## config.mk

```make
export PLATFORM = sky130hd
export DESIGN_NAME = label_equiv_table
export DESIGN_NICKNAME = d
export VERILOG_FILES = /design/src/rtl/eqt_pkg.sv /design/src/rtl/eqt_update.sv /design/src/rtl/eqt_lookup.sv /design/src/rtl/eqt_ctrl.sv /design/src/rtl/label_equiv_table.sv
export SDC_FILE = /design/constraint.sdc
export NUM_CORES = 1
export LEC_CHECK = 0
export ABC_AREA = 1
export BUFFER_PORTS_ARGS = -buffer_cell sky130_fd_sc_hd__buf_2
export CAP_MARGIN = 20
export CORE_MARGIN = 2
export CORE_UTILIZATION = 45
export CTS_CLUSTER_DIAMETER = 100
export DETAILED_ROUTE_END_ITERATION = 16
export GPL_ROUTABILITY_DRIVEN = 0
export HOLD_SLACK_MARGIN = 0.12
export PLACE_DENSITY = 0.64
export SLEW_MARGIN = 20
export SYNTH_ARGS = -nofsm -noshare
export SYNTH_HDL_FRONTEND = slang
export SYNTH_SLANG_ARGS = --single-unit
```

## constraint.sdc

```tcl
create_clock -name clk_i -period 21.4 [get_ports clk_i]
set_input_delay 2.14 -clock clk_i [delete_from_list [all_inputs] [get_ports clk_i]]
set_output_delay 2.14 -clock clk_i [all_outputs]
set_load 0.01 [all_outputs]
```

## src/rtl/eqt_pkg.sv

```systemverilog
package eqt_pkg;

    // Occupancy states of the equivalence table
    typedef enum logic [1:0] {
        S_EMPTY = 2'd0,
        S_PART  = 2'd1,
        S_FULL  = 2'd2,
        S_OVF   = 2'd3
    } eqt_state_e;

endpackage

```

## src/rtl/eqt_update.sv

```systemverilog
// One record applied to the whole entry array: parallel rewrite plus allocation.
module eqt_update #(
    parameter int N  = 16,
    parameter int LW = 8
) (
    input  logic [N-1:0]  vld_i,
    input  logic [LW-1:0] key_i [N],
    input  logic [LW-1:0] val_i [N],
    input  logic          rec_vld_i,
    input  logic [LW-1:0] rec_old_i,
    input  logic [LW-1:0] rec_new_i,
    output logic [N-1:0]  vld_o,
    output logic [LW-1:0] key_o [N],
    output logic [LW-1:0] val_o [N],
    output logic          drop_o
);

    logic [N-1:0] val_hit;
    logic [N-1:0] key_hit;
    logic [N-1:0] first_free;
    logic [N-1:0] alloc_here;
    logic         need_alloc;

    // Lowest free entry as a one-hot vector
    always_comb begin
        logic seen;
        seen = 1'b0;
        for (int i = 0; i < N; i++) begin
            first_free[i] = !vld_i[i] && !seen;
            seen          = seen | !vld_i[i];
        end
    end

    assign need_alloc = rec_vld_i && !(|key_hit);
    assign drop_o     = need_alloc && !(|first_free);

    for (genvar i = 0; i < N; i++) begin : g_ent
        assign val_hit[i]    = vld_i[i] && (val_i[i] == rec_old_i);
        assign key_hit[i]    = vld_i[i] && (key_i[i] == rec_old_i);
        assign alloc_here[i] = need_alloc && first_free[i];
        assign vld_o[i]      = vld_i[i] | alloc_here[i];
        assign key_o[i]      = alloc_here[i] ? rec_old_i : key_i[i];
        assign val_o[i]      = ((rec_vld_i && val_hit[i]) || alloc_here[i]) ? rec_new_i : val_i[i];
    end

endmodule

```

## src/rtl/eqt_lookup.sv

```systemverilog
// Combinational resolve of one query label.
module eqt_lookup #(
    parameter int N  = 16,
    parameter int LW = 8
) (
    input  logic [N-1:0]  vld_i,
    input  logic [LW-1:0] key_i [N],
    input  logic [LW-1:0] val_i [N],
    input  logic [LW-1:0] qry_i,
    output logic [LW-1:0] res_o,
    output logic [N-1:0]  hit_o
);

    for (genvar i = 0; i < N; i++) begin : g_cmp
        assign hit_o[i] = vld_i[i] && (key_i[i] == qry_i);
    end

    always_comb begin
        logic found;
        found = 1'b0;
        res_o = qry_i;
        for (int i = 0; i < N; i++) begin
            if (hit_o[i] && (!found || val_i[i] < res_o)) begin
                res_o = val_i[i];
                found = 1'b1;
            end
        end
    end

endmodule

```

## src/rtl/eqt_ctrl.sv

```systemverilog
// Occupancy state machine: empty, partly filled, full, overflowed.
module eqt_ctrl
    import eqt_pkg::*;
#(
    parameter int N = 16
) (
    input  logic         clk_i,
    input  logic         rst_ni,
    input  logic         clr_i,
    input  logic         drop_i,
    input  logic [N-1:0] vld_nxt_i,
    output logic         full_o,
    output logic         ovf_o
);

    eqt_state_e state_q, state_d;

    always_ff @(posedge clk_i or negedge rst_ni) begin
        if (!rst_ni) state_q <= S_EMPTY;
        else         state_q <= state_d;
    end

    always_comb begin
        state_d = state_q;
        if (clr_i) begin
            state_d = S_EMPTY;                   // wipe
        end else begin
            unique case (state_q)
                S_EMPTY, S_PART, S_FULL: begin
                    if (drop_i)          state_d = S_OVF;   // spill
                    else if (&vld_nxt_i) state_d = S_FULL;  // fill / top-up
                    else if (|vld_nxt_i) state_d = S_PART;  // fill
                    else                 state_d = S_EMPTY;
                end
                S_OVF:                   state_d = S_OVF;   // hold
            endcase
        end
    end

    always_comb begin
        full_o = 1'b0;
        ovf_o  = 1'b0;
        unique case (state_q)
            S_EMPTY, S_PART: ;
            S_FULL:  full_o = 1'b1;
            S_OVF: begin
                full_o = 1'b1;
                ovf_o  = 1'b1;
            end
        endcase
    end

    // overflow stays raised until a clear
    p_ovf_sticky_r7: assert property (@(posedge clk_i) disable iff (!rst_ni)
        ovf_o && !clr_i |=> ovf_o);

    // a clear drops both flags on the next cycle
    p_clear_flags_r8: assert property (@(posedge clk_i) disable iff (!rst_ni)
        clr_i |=> !full_o && !ovf_o);

endmodule

```

## src/rtl/label_equiv_table.sv

```systemverilog
module label_equiv_table #(
    parameter int ENTRIES = 16,
    parameter int LW      = 8,
    parameter bit ODD_PE  = 1'b0
) (
    input  logic          clk_i,
    input  logic          rst_ni,
    input  logic          clr_i,
    input  logic          own_vld_i,
    input  logic [LW-1:0] own_old_i,
    input  logic [LW-1:0] own_new_i,
    input  logic          prv_vld_i,
    input  logic [LW-1:0] prv_old_i,
    input  logic [LW-1:0] prv_new_i,
    input  logic [LW-1:0] qry_lbl_i,
    output logic [LW-1:0] qry_res_o,
    output logic          nxt_vld_o,
    output logic [LW-1:0] nxt_old_o,
    output logic [LW-1:0] nxt_new_o,
    output logic          full_o,
    output logic          ovf_o
);

    localparam int N = ENTRIES;

    logic [N-1:0]  vld_q, vld_a, vld_b;
    logic [LW-1:0] key_q [N];
    logic [LW-1:0] val_q [N];
    logic [LW-1:0] key_a [N];
    logic [LW-1:0] val_a [N];
    logic [LW-1:0] key_b [N];
    logic [LW-1:0] val_b [N];
    logic          drop_a, drop_b;
    logic          rec2_vld;
    logic [N-1:0]  qry_hit;

    // Pairing variant: odd elements forward, even elements absorb
    if (ODD_PE) begin : g_odd
        assign rec2_vld  = 1'b0;
        assign nxt_vld_o = own_vld_i;
        assign nxt_old_o = own_old_i;
        assign nxt_new_o = own_new_i;
    end else begin : g_even
        assign rec2_vld  = prv_vld_i;
        assign nxt_vld_o = 1'b0;
        assign nxt_old_o = '0;
        assign nxt_new_o = '0;
    end

    // Own record first
    eqt_update #(.N(N), .LW(LW)) i_upd_own (
        .vld_i(vld_q), .key_i(key_q), .val_i(val_q),
        .rec_vld_i(own_vld_i), .rec_old_i(own_old_i), .rec_new_i(own_new_i),
        .vld_o(vld_a), .key_o(key_a), .val_o(val_a), .drop_o(drop_a)
    );

    // Received record second, on the result of the first
    eqt_update #(.N(N), .LW(LW)) i_upd_prv (
        .vld_i(vld_a), .key_i(key_a), .val_i(val_a),
        .rec_vld_i(rec2_vld), .rec_old_i(prv_old_i), .rec_new_i(prv_new_i),
        .vld_o(vld_b), .key_o(key_b), .val_o(val_b), .drop_o(drop_b)
    );

    always_ff @(posedge clk_i or negedge rst_ni) begin
        if (!rst_ni) begin
            vld_q <= '0;
            for (int i = 0; i < N; i++) begin
                key_q[i] <= '0;
                val_q[i] <= '0;
            end
        end else begin
            vld_q <= clr_i ? '0 : vld_b;
            for (int i = 0; i < N; i++) begin
                key_q[i] <= key_b[i];
                val_q[i] <= val_b[i];
            end
        end
    end

    eqt_lookup #(.N(N), .LW(LW)) i_lookup (
        .vld_i(vld_q), .key_i(key_q), .val_i(val_q),
        .qry_i(qry_lbl_i), .res_o(qry_res_o), .hit_o(qry_hit)
    );

    eqt_ctrl #(.N(N)) i_ctrl (
        .clk_i(clk_i), .rst_ni(rst_ni), .clr_i(clr_i),
        .drop_i(drop_a | drop_b), .vld_nxt_i(vld_b),
        .full_o(full_o), .ovf_o(ovf_o)
    );

    // a key is never stored twice
    p_unique_key_r4: assert property (@(posedge clk_i) disable iff (!rst_ni)
        $onehot0(qry_hit));

    // a label without an entry resolves to itself
    p_absent_pass_r3: assert property (@(posedge clk_i) disable iff (!rst_ni)
        !(|qry_hit) |-> qry_res_o == qry_lbl_i);

    // the full flag implies every entry is in use
    p_full_entries_r7: assert property (@(posedge clk_i) disable iff (!rst_ni)
        full_o |-> &vld_q);

    // a clear leaves no entry valid, whatever records came with it
    p_clear_wipes_r9: assert property (@(posedge clk_i) disable iff (!rst_ni)
        clr_i |=> vld_q == '0);

endmodule

```

==> results by group, run 1 <==
GRT
  • Global-route wire length before repair: 162.1 mm
  • Number of antenna violations at the first check in global routing: 0
  • Highest-utilization routing layer at the global route stage: met2
  • Met3 demand-to-capacity share in global routing: 0.07419
  • Largest net degree at the start of global routing: 89
  • Total congestion overflow after global routing: 0
  • Met2 Use GR: 0.5624
  • Met1 routing resource usage after global routing: 0.4489
  • Total routing usage reported by global routing: 0.3576
  • Number of global-route vias before repair: 26610

Clock network
  • Clock Latency Late Sink: 0.56 ns
  • Clock root cell: clkbuf_16
  • Clock edge transition at the registers on the reported setup and hold paths: 0.05 ns
  • Level count of the clock H-tree: 2
  • CTS sink count: 274
  • Number of buffers inserted during clock tree synthesis: 35
  • Hold buffer count at cts: 0
  • Clock tree from TritonCTS: yes
  • Bufs on Longest Clock Path: 3

Placed design
  • Buffers on Ports: 54
  • Post-place instance area: 28080 um^2
  • Detailed Place HPWL: 73.25 mm
  • Worst slack at placement: -1.558 ns

Worst setup path
  • Critical Path AT: 20.12 ns
  • Start point of the critical path: qry_lbl_i[3]
  • Slowest stage cell, crit path: ha_1
  • Startpoint class of the critical path: input pin
  • Worst Path Class, Setup: in -> out
  • Critical path capture point type: output pin
  • Beginning of the worst register-to-register path: key_q[43]
  • Slowest Stage Delay on Critical Path: 0.34 ns
  • Worst Path Required: 19.26 ns
  • Crit Path Max Fanout: 8
  • Dominant cell type by count on the critical path: nand2_2

Power and ir drop
  • Standby leakage power: 14.59 nW
  • Largest vdd supply drop: 0.05785 mV
  • Power density over the cells: 61.57 nW/um^2

Floorplan
  • Floorplan die width: 244.3 um
  • Vertical die dimension: 244.3 um
  • Total core area: 57370 um^2
  • Die area: 59660 um^2
  • Number of rows created at floorplan: 88
  • Io pins: 72
  • Starting density of the core: 0.4528

STA
  • Worst-case headroom to the max-slew limit: 0.2709
  • TNS Setup: -6.612 ns
  • Number of pins exceeding their max-slew limit in the final report: 0
  • Clk_skew: 0.02264 ns
  • Total of endpoints with negative setup slack in the final report: 8
  • Final count of hold timing violations: 0
  • Setup slack after layout: -0.8601 ns
  • Minimum period implied by the final worst setup slack: 22.26 ns
  • Timing-limited maximum frequency: 44.92 MHz
  • Final Cycle Share: 1.040
  • Worst-margin pin slew: 1.084 ns
  • RSZ-0062 raised after global routing: yes

Finish
  • Antenna cells: 0
  • Final #Nets: 4260
  • Fill count: 5470
  • Growth of design area from synthesis to finish: 21.63%
  • Final Cell Area: 31590 um^2
  • Area of the multi-input gates: 18410 um^2
  • Highest-count cells in the layout ignoring fill and taps: nand2_1 (949), o21ai_0 (523), inv_1 (321)
  • Most common library cell in the layout ignoring fill and taps: nand2_1
  • Share of post-route cells with drive strength above 1: 0.1982
  • Combined flip-flop and latch cell area: 6857 um^2

Run
  • Total of max-cap violations: 0

Outcome
  • Outcome: finished with violations
  • Failing checks: negative setup slack

Route
  • Number of search-and-repair iterations in the first detailed-routing pass: 6
  • Routed Wire Length: 111.9 mm
  • DRT iter0 DRCs: 3436
  • DRC violations left: 0
  • Routed vias: 29370
  • Wire length per cell: 22.73 um
  • Number of vias per cell: 5.967
  • Number of nets with antenna violations after routing: 0

Synth
  • Area fraction in and, or, nand and nor cells after synthesis: 0.2853
  • Synthesized-area fraction occupied by xor and xnor cells: 0.09644
  • Number of instances in the synthesized netlist: 3938
  • Distinct cell type count of the synthesized netlist: 59
  • Synth top area cells: dfrtp_1 (26%), nand2_1 (15%), o21ai_0 (11%), xor2_1 (8.0%), inv_1 (4.8%)
  • Share of synthesized area occupied by flip-flops and latches: 0.2640
  • Cell type contributing the most total cell area after synthesis: dfrtp_1
  • Mean instance size in the synthesized netlist: 6.596 um^2
  • Share of synthesized area spent on multiplexers: 0.0004335
  • Largest family of logic cells by synthesized area: simple AND/OR/NAND/NOR gates
  • Adder-cell area share of the yosys netlist: 0.03902
  • Count of synthesis-stage warnings from yosys: 0
  • Synthesis-stage register bit count: 274
  • Area share of the largest cell type after synthesis: 0.2640
  • Netlist Area Pre-Place: 25970 um^2
  • Number of flops mapped to enable cells by yosys: 0
  • Post-synth ARST share: 1.000
  • Fraction of the mapped netlist area in compound gates: 0.2199
  • Most instantiated flip-flop cell in the synthesis netlist: dfrtp_1

Worst hold path
  • Startpoint of the tightest hold check path: i_ctrl.state_q[0]
  • Class of the tightest hold or removal check: reg -> reg
==> stage by stage <==
| step | hold slack (ns) | util | std cells | power [mW] |
|---|---|---|---|---|
| floorplan | 0.5261 | - | 3954 | 1.036 |
| global placement | 0.6277 | 0.4896 | 4763 | 1.225 |
| detailed placement | 0.6356 | 0.4896 | 4763 | 1.228 |
| CTS | 0.6455 | 0.5254 | 4890 | 1.872 |
| global route | 0.6583 | 0.5507 | 4922 | 2.036 |
| finish | 0.6453 | 0.5507 | 4922 | 1.945 |
==> power breakdown <==
| group | internal, mW | leakage (nW) | switching [mW] |
|---|---|---|---|
| clock | 0.382 | 0.595 | 0.248 |
| combinational | 0.249 | 10.6 | 0.398 |
| sequential | 0.578 | 3.40 | 0.0886 |
| total | 1.21 | 14.6 | 0.735 |
==> sequential cells by signal, summed over array words and instances (netlist names) <==
| name | count |
|---|---|
| i_ctrl.state_q | 2 |
| val_q | 128 |
| key_q | 128 |
| vld_q | 16 |
==> cell usage after synthesis (3+ instances only) <==
master / number
o21bai_1: 11
nand2_2: 52
o21ai_1: 3
a21oi_1: 109
o211ai_1: 6
nand3_2: 3
buf_4: 24
buf_2: 3
o22ai_1: 94
inv_1: 332
a221oi_1: 27
ha_1: 81
a211o_1: 6
nand2_1: 1015
xnor2_1: 50
inv_2: 10
inv_4: 3
xor2_1: 236
o2111ai_1: 33
buf_1: 24
nand4_1: 55
dfrtp_1: 274
o21ai_0: 584
a2111oi_0: 38
clkbuf_1: 167
nand3_1: 164
nand3b_1: 4
o41ai_1: 20
a31oi_1: 3
nand2_4: 11
o21a_1: 3
clkbuf_8: 3
or2_2: 53
nor4_1: 49
a211oi_1: 37
buf_6: 14
clkinv_1: 9
nor2_1: 263
nor3_1: 40
==> timing repair <==
item / 4_1_cts / 5_1_grt
resized for setup: 100 / 234
setup endpoints to repair: 8 / 8
cloned: 12 / 0
pin swaps: 18 / 107
setup buffers: 55 / 32
==> worst paths after layout <==
kind | end | slack [ns] | cells after the start
min in group asynchronous | key_q[17] | 1.61 | 1
max in group asynchronous | val_q[100] | 17.54 | 3
worst min-delay path | i_ctrl.state_q[1] | 0.65 | 2
worst min register to register | i_ctrl.state_q[1] | 0.65 | 2
worst max-delay path | qry_res_o[5] | -0.86 | 149
worst max register to register | i_ctrl.state_q[0] | 12.82 | 26
==> cell type report <==
type                            instances  area share
Timing Repair inverter                  1   0.0005149
Multi-Input combinational cell       3099      0.5829
Timing Repair Buffer                  367     0.08729
Tap cell                              765     0.03030
Sequential cell                       274      0.2170
Inverter                              356     0.04404
Clock inverter                          5    0.002376
Clock buffer                           55     0.03557
==> worst max-delay path: cells and delay by family <==
kind	cells	cell delay (ns)
compound gates	34	4.72
buf+inv	21	2.50
fa+ha+maj	14	3.63
simple gates	80	7.06
==> kinds of logic after synthesis <==
group | count (synthesis)
DFF | 274
adders and majority gates | 81
buffers and inverters | 592
muxes | 1
other | 1
and+or+nand+nor | 1719
xor gates and xnor gates | 286
AOI/OAI and AO/OA | 984
==> layer usage <==
layer	up-vias	part of all wire	wire length [um]
met3	501	0.11	12750
li1	13660	-	-
met4	0	0.076	8544
met5	-	0	0
met1	13470	0.37	41460
met2	1740	0.44	49100
No activity file was read; power rests on OpenSTA's default activity.
==> run 2, diff against run 1 <==
- CTS_BUF_LIST: default -> sky130_fd_sc_hd__clkbuf_4
==> run 2 against run 1 <==
Effect of this change: the run still ends with negative setup slack left; combinational power barely moved; cell count up 1.5%; sequential share of layout area rose by 0.18 points; clock-buffer cell count is 58 higher; first-iteration DRC count increased by 1.2%; maximum frequency up 0.79%; largest cell class unchanged; highest routed layer is now met5.
==> results by group, run 2 (synthesis gave the netlist of run 1 again) <==
Outcome
  • Outcome: finished with violations
  • Failing checks: negative setup slack

Worst setup path
  • Dominant cell type by count on the critical path: nand2_2
  • Crit Path Max Fanout: 8 (unchanged)
  • Critical path capture point type: output pin
  • Total number of cells along the worst setup path: 138 (-7.4%)
  • Startpoint class of the critical path: input pin
  • Worst reg2reg path depth: 27 (+3.8%)
  • Worst Path Required: 19.26 ns (about the same)
  • Worst Path Class, Setup: in -> out
  • Number of buffers and inverters on the critical path: 8 (-62%)
  • Cell family contributing the most delay on the critical path: simple AND/OR/NAND/NOR gates
  • Critical Path AT: 19.95 ns (-0.17 ns)
  • Slowest stage cell, crit path: ha_1
  • Slowest Stage Delay on Critical Path: 0.34 ns (about the same)

Finish
  • Combined flip-flop and latch cell area: 6857 um^2 (unchanged)
  • Fin cells: 4998 (+1.5%)
  • Fill count: 5586 (+2.1%)
  • Final Cell Area: 31340 um^2 (-0.81%)
  • Growth of design area from synthesis to finish: 20.65%
  • Highest-count cells in the layout ignoring fill and taps: nand2_1 (949), o21ai_0 (523), inv_1 (321)
  • Final #Nets: 4302 (+0.99%)
  • Most common library cell in the layout ignoring fill and taps: nand2_1
  • Share of post-route cells with drive strength above 1: 0.2094 (+0.01115)
  • Area of the multi-input gates: 18410 um^2 (about the same)
  • Top Registers: key_q x128, val_q x128, vld_q x16

Floorplan
  • Total core area: 57370 um^2 (unchanged)
  • Floorplan die width: 244.3 um (unchanged)
  • Number of rows created at floorplan: 88 (unchanged)
  • Starting density of the core: 0.4528 (unchanged)
  • Vertical die dimension: 244.3 um (unchanged)
  • Die area: 59660 um^2 (unchanged)
  • Io pins: 72 (unchanged)

STA
  • Final Cycle Share: 1.032 (-0.008147)
  • Number of pins exceeding their max-slew limit in the final report: 0 (unchanged)
  • Worst-margin pin slew: 1.139 ns (+0.05565 ns)
  • Timing-limited maximum frequency: 45.28 MHz (+0.79%)
  • Setup slack after layout: -0.6858 ns (+0.1743 ns)
  • Clk_skew: 0.05041 ns (+0.02777 ns)
  • Final count of hold timing violations: 0 (unchanged)
  • Worst-case headroom to the max-slew limit: 0.2305 (-0.04037)
  • Total of endpoints with negative setup slack in the final report: 8 (unchanged)
  • Worst hold margin: 0.6501 ns (+0.004869 ns)
  • Minimum period implied by the final worst setup slack: 22.09 ns (-0.1743 ns)
  • RSZ-0062 raised after global routing: yes

Clock network
  • Bufs on Longest Clock Path: 3 (unchanged)
  • Clock root cell: clkbuf_4
  • Number of buffers inserted during clock tree synthesis: 82 (+130%)
  • Level count of the clock H-tree: 3 (+1)
  • Clock tree from TritonCTS: yes
  • CTS sink count: 274 (unchanged)
  • Hold buffer count at cts: 0 (unchanged)
  • Clock Latency Late Sink: 0.87 ns (+0.31 ns)
  • Clock edge transition at the registers on the reported setup and hold paths: 0.06 ns (about the same)

Worst hold path
  • Class of the tightest hold or removal check: reg -> reg
  • Instance count along the most critical hold path: 2 (unchanged)

Placed design
  • Detailed Place HPWL: 73.25 mm (unchanged)
  • Worst slack at placement: -1.558 ns (unchanged)
  • Buffers on Ports: 54 (unchanged)
  • Placed Cells: 4763 (unchanged)
  • Post-place instance area: 28080 um^2 (unchanged)

Run
  • Total of max-cap violations: 0 (unchanged)

GRT
  • Number of global-route vias before repair: 26940 (+1.3%)
  • Total congestion overflow after global routing: 0 (unchanged)
  • Largest net degree at the start of global routing: 89 (unchanged)
  • Global-route wire length before repair: 163.4 mm (+0.82%)
  • Total routing usage reported by global routing: 0.3611 (+0.003492)
  • Number of antenna violations at the first check in global routing: 4 (+4)

Power and ir drop
  • Standby leakage power: 14.55 nW (-0.26%)
  • Largest vdd supply drop: 0.03418 mV (-41%)
  • Power density over the cells: 58.67 nW/um^2 (-4.7%)
  • Post-route total power: 1.838 mW (-5.5%)

Route
  • Number of vias per cell: 5.929 (-0.64%)
  • DRT iter0 DRCs: 3478 (+1.2%)
  • Number of search-and-repair iterations in the first detailed-routing pass: 8 (+2)
  • Routed Wire Length: 112.7 mm (+0.75%)
  • Number of nets with antenna violations after routing: 0 (unchanged)
  • Wire length per cell: 22.55 um (-0.78%)
  • Routed vias: 29630 (+0.90%)
  • DRC violations left: 0 (unchanged)
## run 2: metal layers
layer	routed length (um)	global-route usage
met1	41570	0.4508
met2	49310	0.5696
met3	13400	0.08044
met4	8392	0.2179
met5	18	0
## run 2: final cells by class
type | count | area share
multi-input combinational | 3099 | 0.5876
sequential | 274 | 0.2188
timing repair buffer | 362 | 0.08648
inverter | 356 | 0.04416
tap | 765 | 0.03055
clock buffer | 113 | 0.02707
clock inverter | 22 | 0.004352
timing repair inverter | 1 | 0.0005191
antenna | 6 | 0.0004791
## run 2: power by group
part	total [mW]	internal (mW)	switching, mW
logic	0.646	0.249	0.397
registers	0.667	0.578	0.0895
clock network	0.525	0.265	0.260
total	1.84	1.09	0.746
## run 2: repair_timing
item                                    4_1_cts  5_1_grt
cloned                                       12        0
gates resized for setup                     105      220
pin swaps                                    19       90
hold endpoints to repair                      0        0
endpoints found under the setup margin        8        8
setup buffers                                55       26
## run 2: worst register-to-register path, cell delays in order (launching register included)
cell       delay [ns]
dfrtp_1          0.37
inv_1            0.07
nand2_1          0.05
o21ai_0          0.08
a2111oi_0        0.37
nand3_1          0.15
o41ai_1          0.94
a311oi_1         0.21
nand2_1          0.56
clkinv_1         0.53
nand3_1          0.68
o21ai_0          0.26
or2_2            0.32
nand3_1          0.09
nor3_1           0.06
nand3_1          0.13
o41ai_1          0.08
or4_1            0.53
nor3_1           0.22
nand2_1          0.15
inv_2            0.30
nand3_1          0.60
nand2_1          0.21
inv_1            0.09
nor4_1           0.72
nand4_1          0.40
o41ai_1          0.25
a21oi_1          0.18
## run 2: worst paths after layout
path	from	end	slack (ns)
worst max register to register	key_q[40]	i_ctrl.state_q[0]	12.59
worst max-delay path	qry_lbl_i[2]	qry_res_o[3]	-0.69
worst min register to register	i_ctrl.state_q[0]	i_ctrl.state_q[1]	0.65
min in group asynchronous	rst_ni	key_q[38]	1.31
max in group asynchronous	rst_ni	val_q[96]	17.83
worst min-delay path	i_ctrl.state_q[0]	i_ctrl.state_q[1]	0.65
## run 2: per-stage QoR
stage               utilization  setup TNS [ns]
CTS                      0.5220          -2.083
global placement         0.4896          -8.926
detailed placement       0.4896          -12.41
finish                   0.5463          -5.372
global route             0.5462          -15.35
floorplan                     -          -2.958
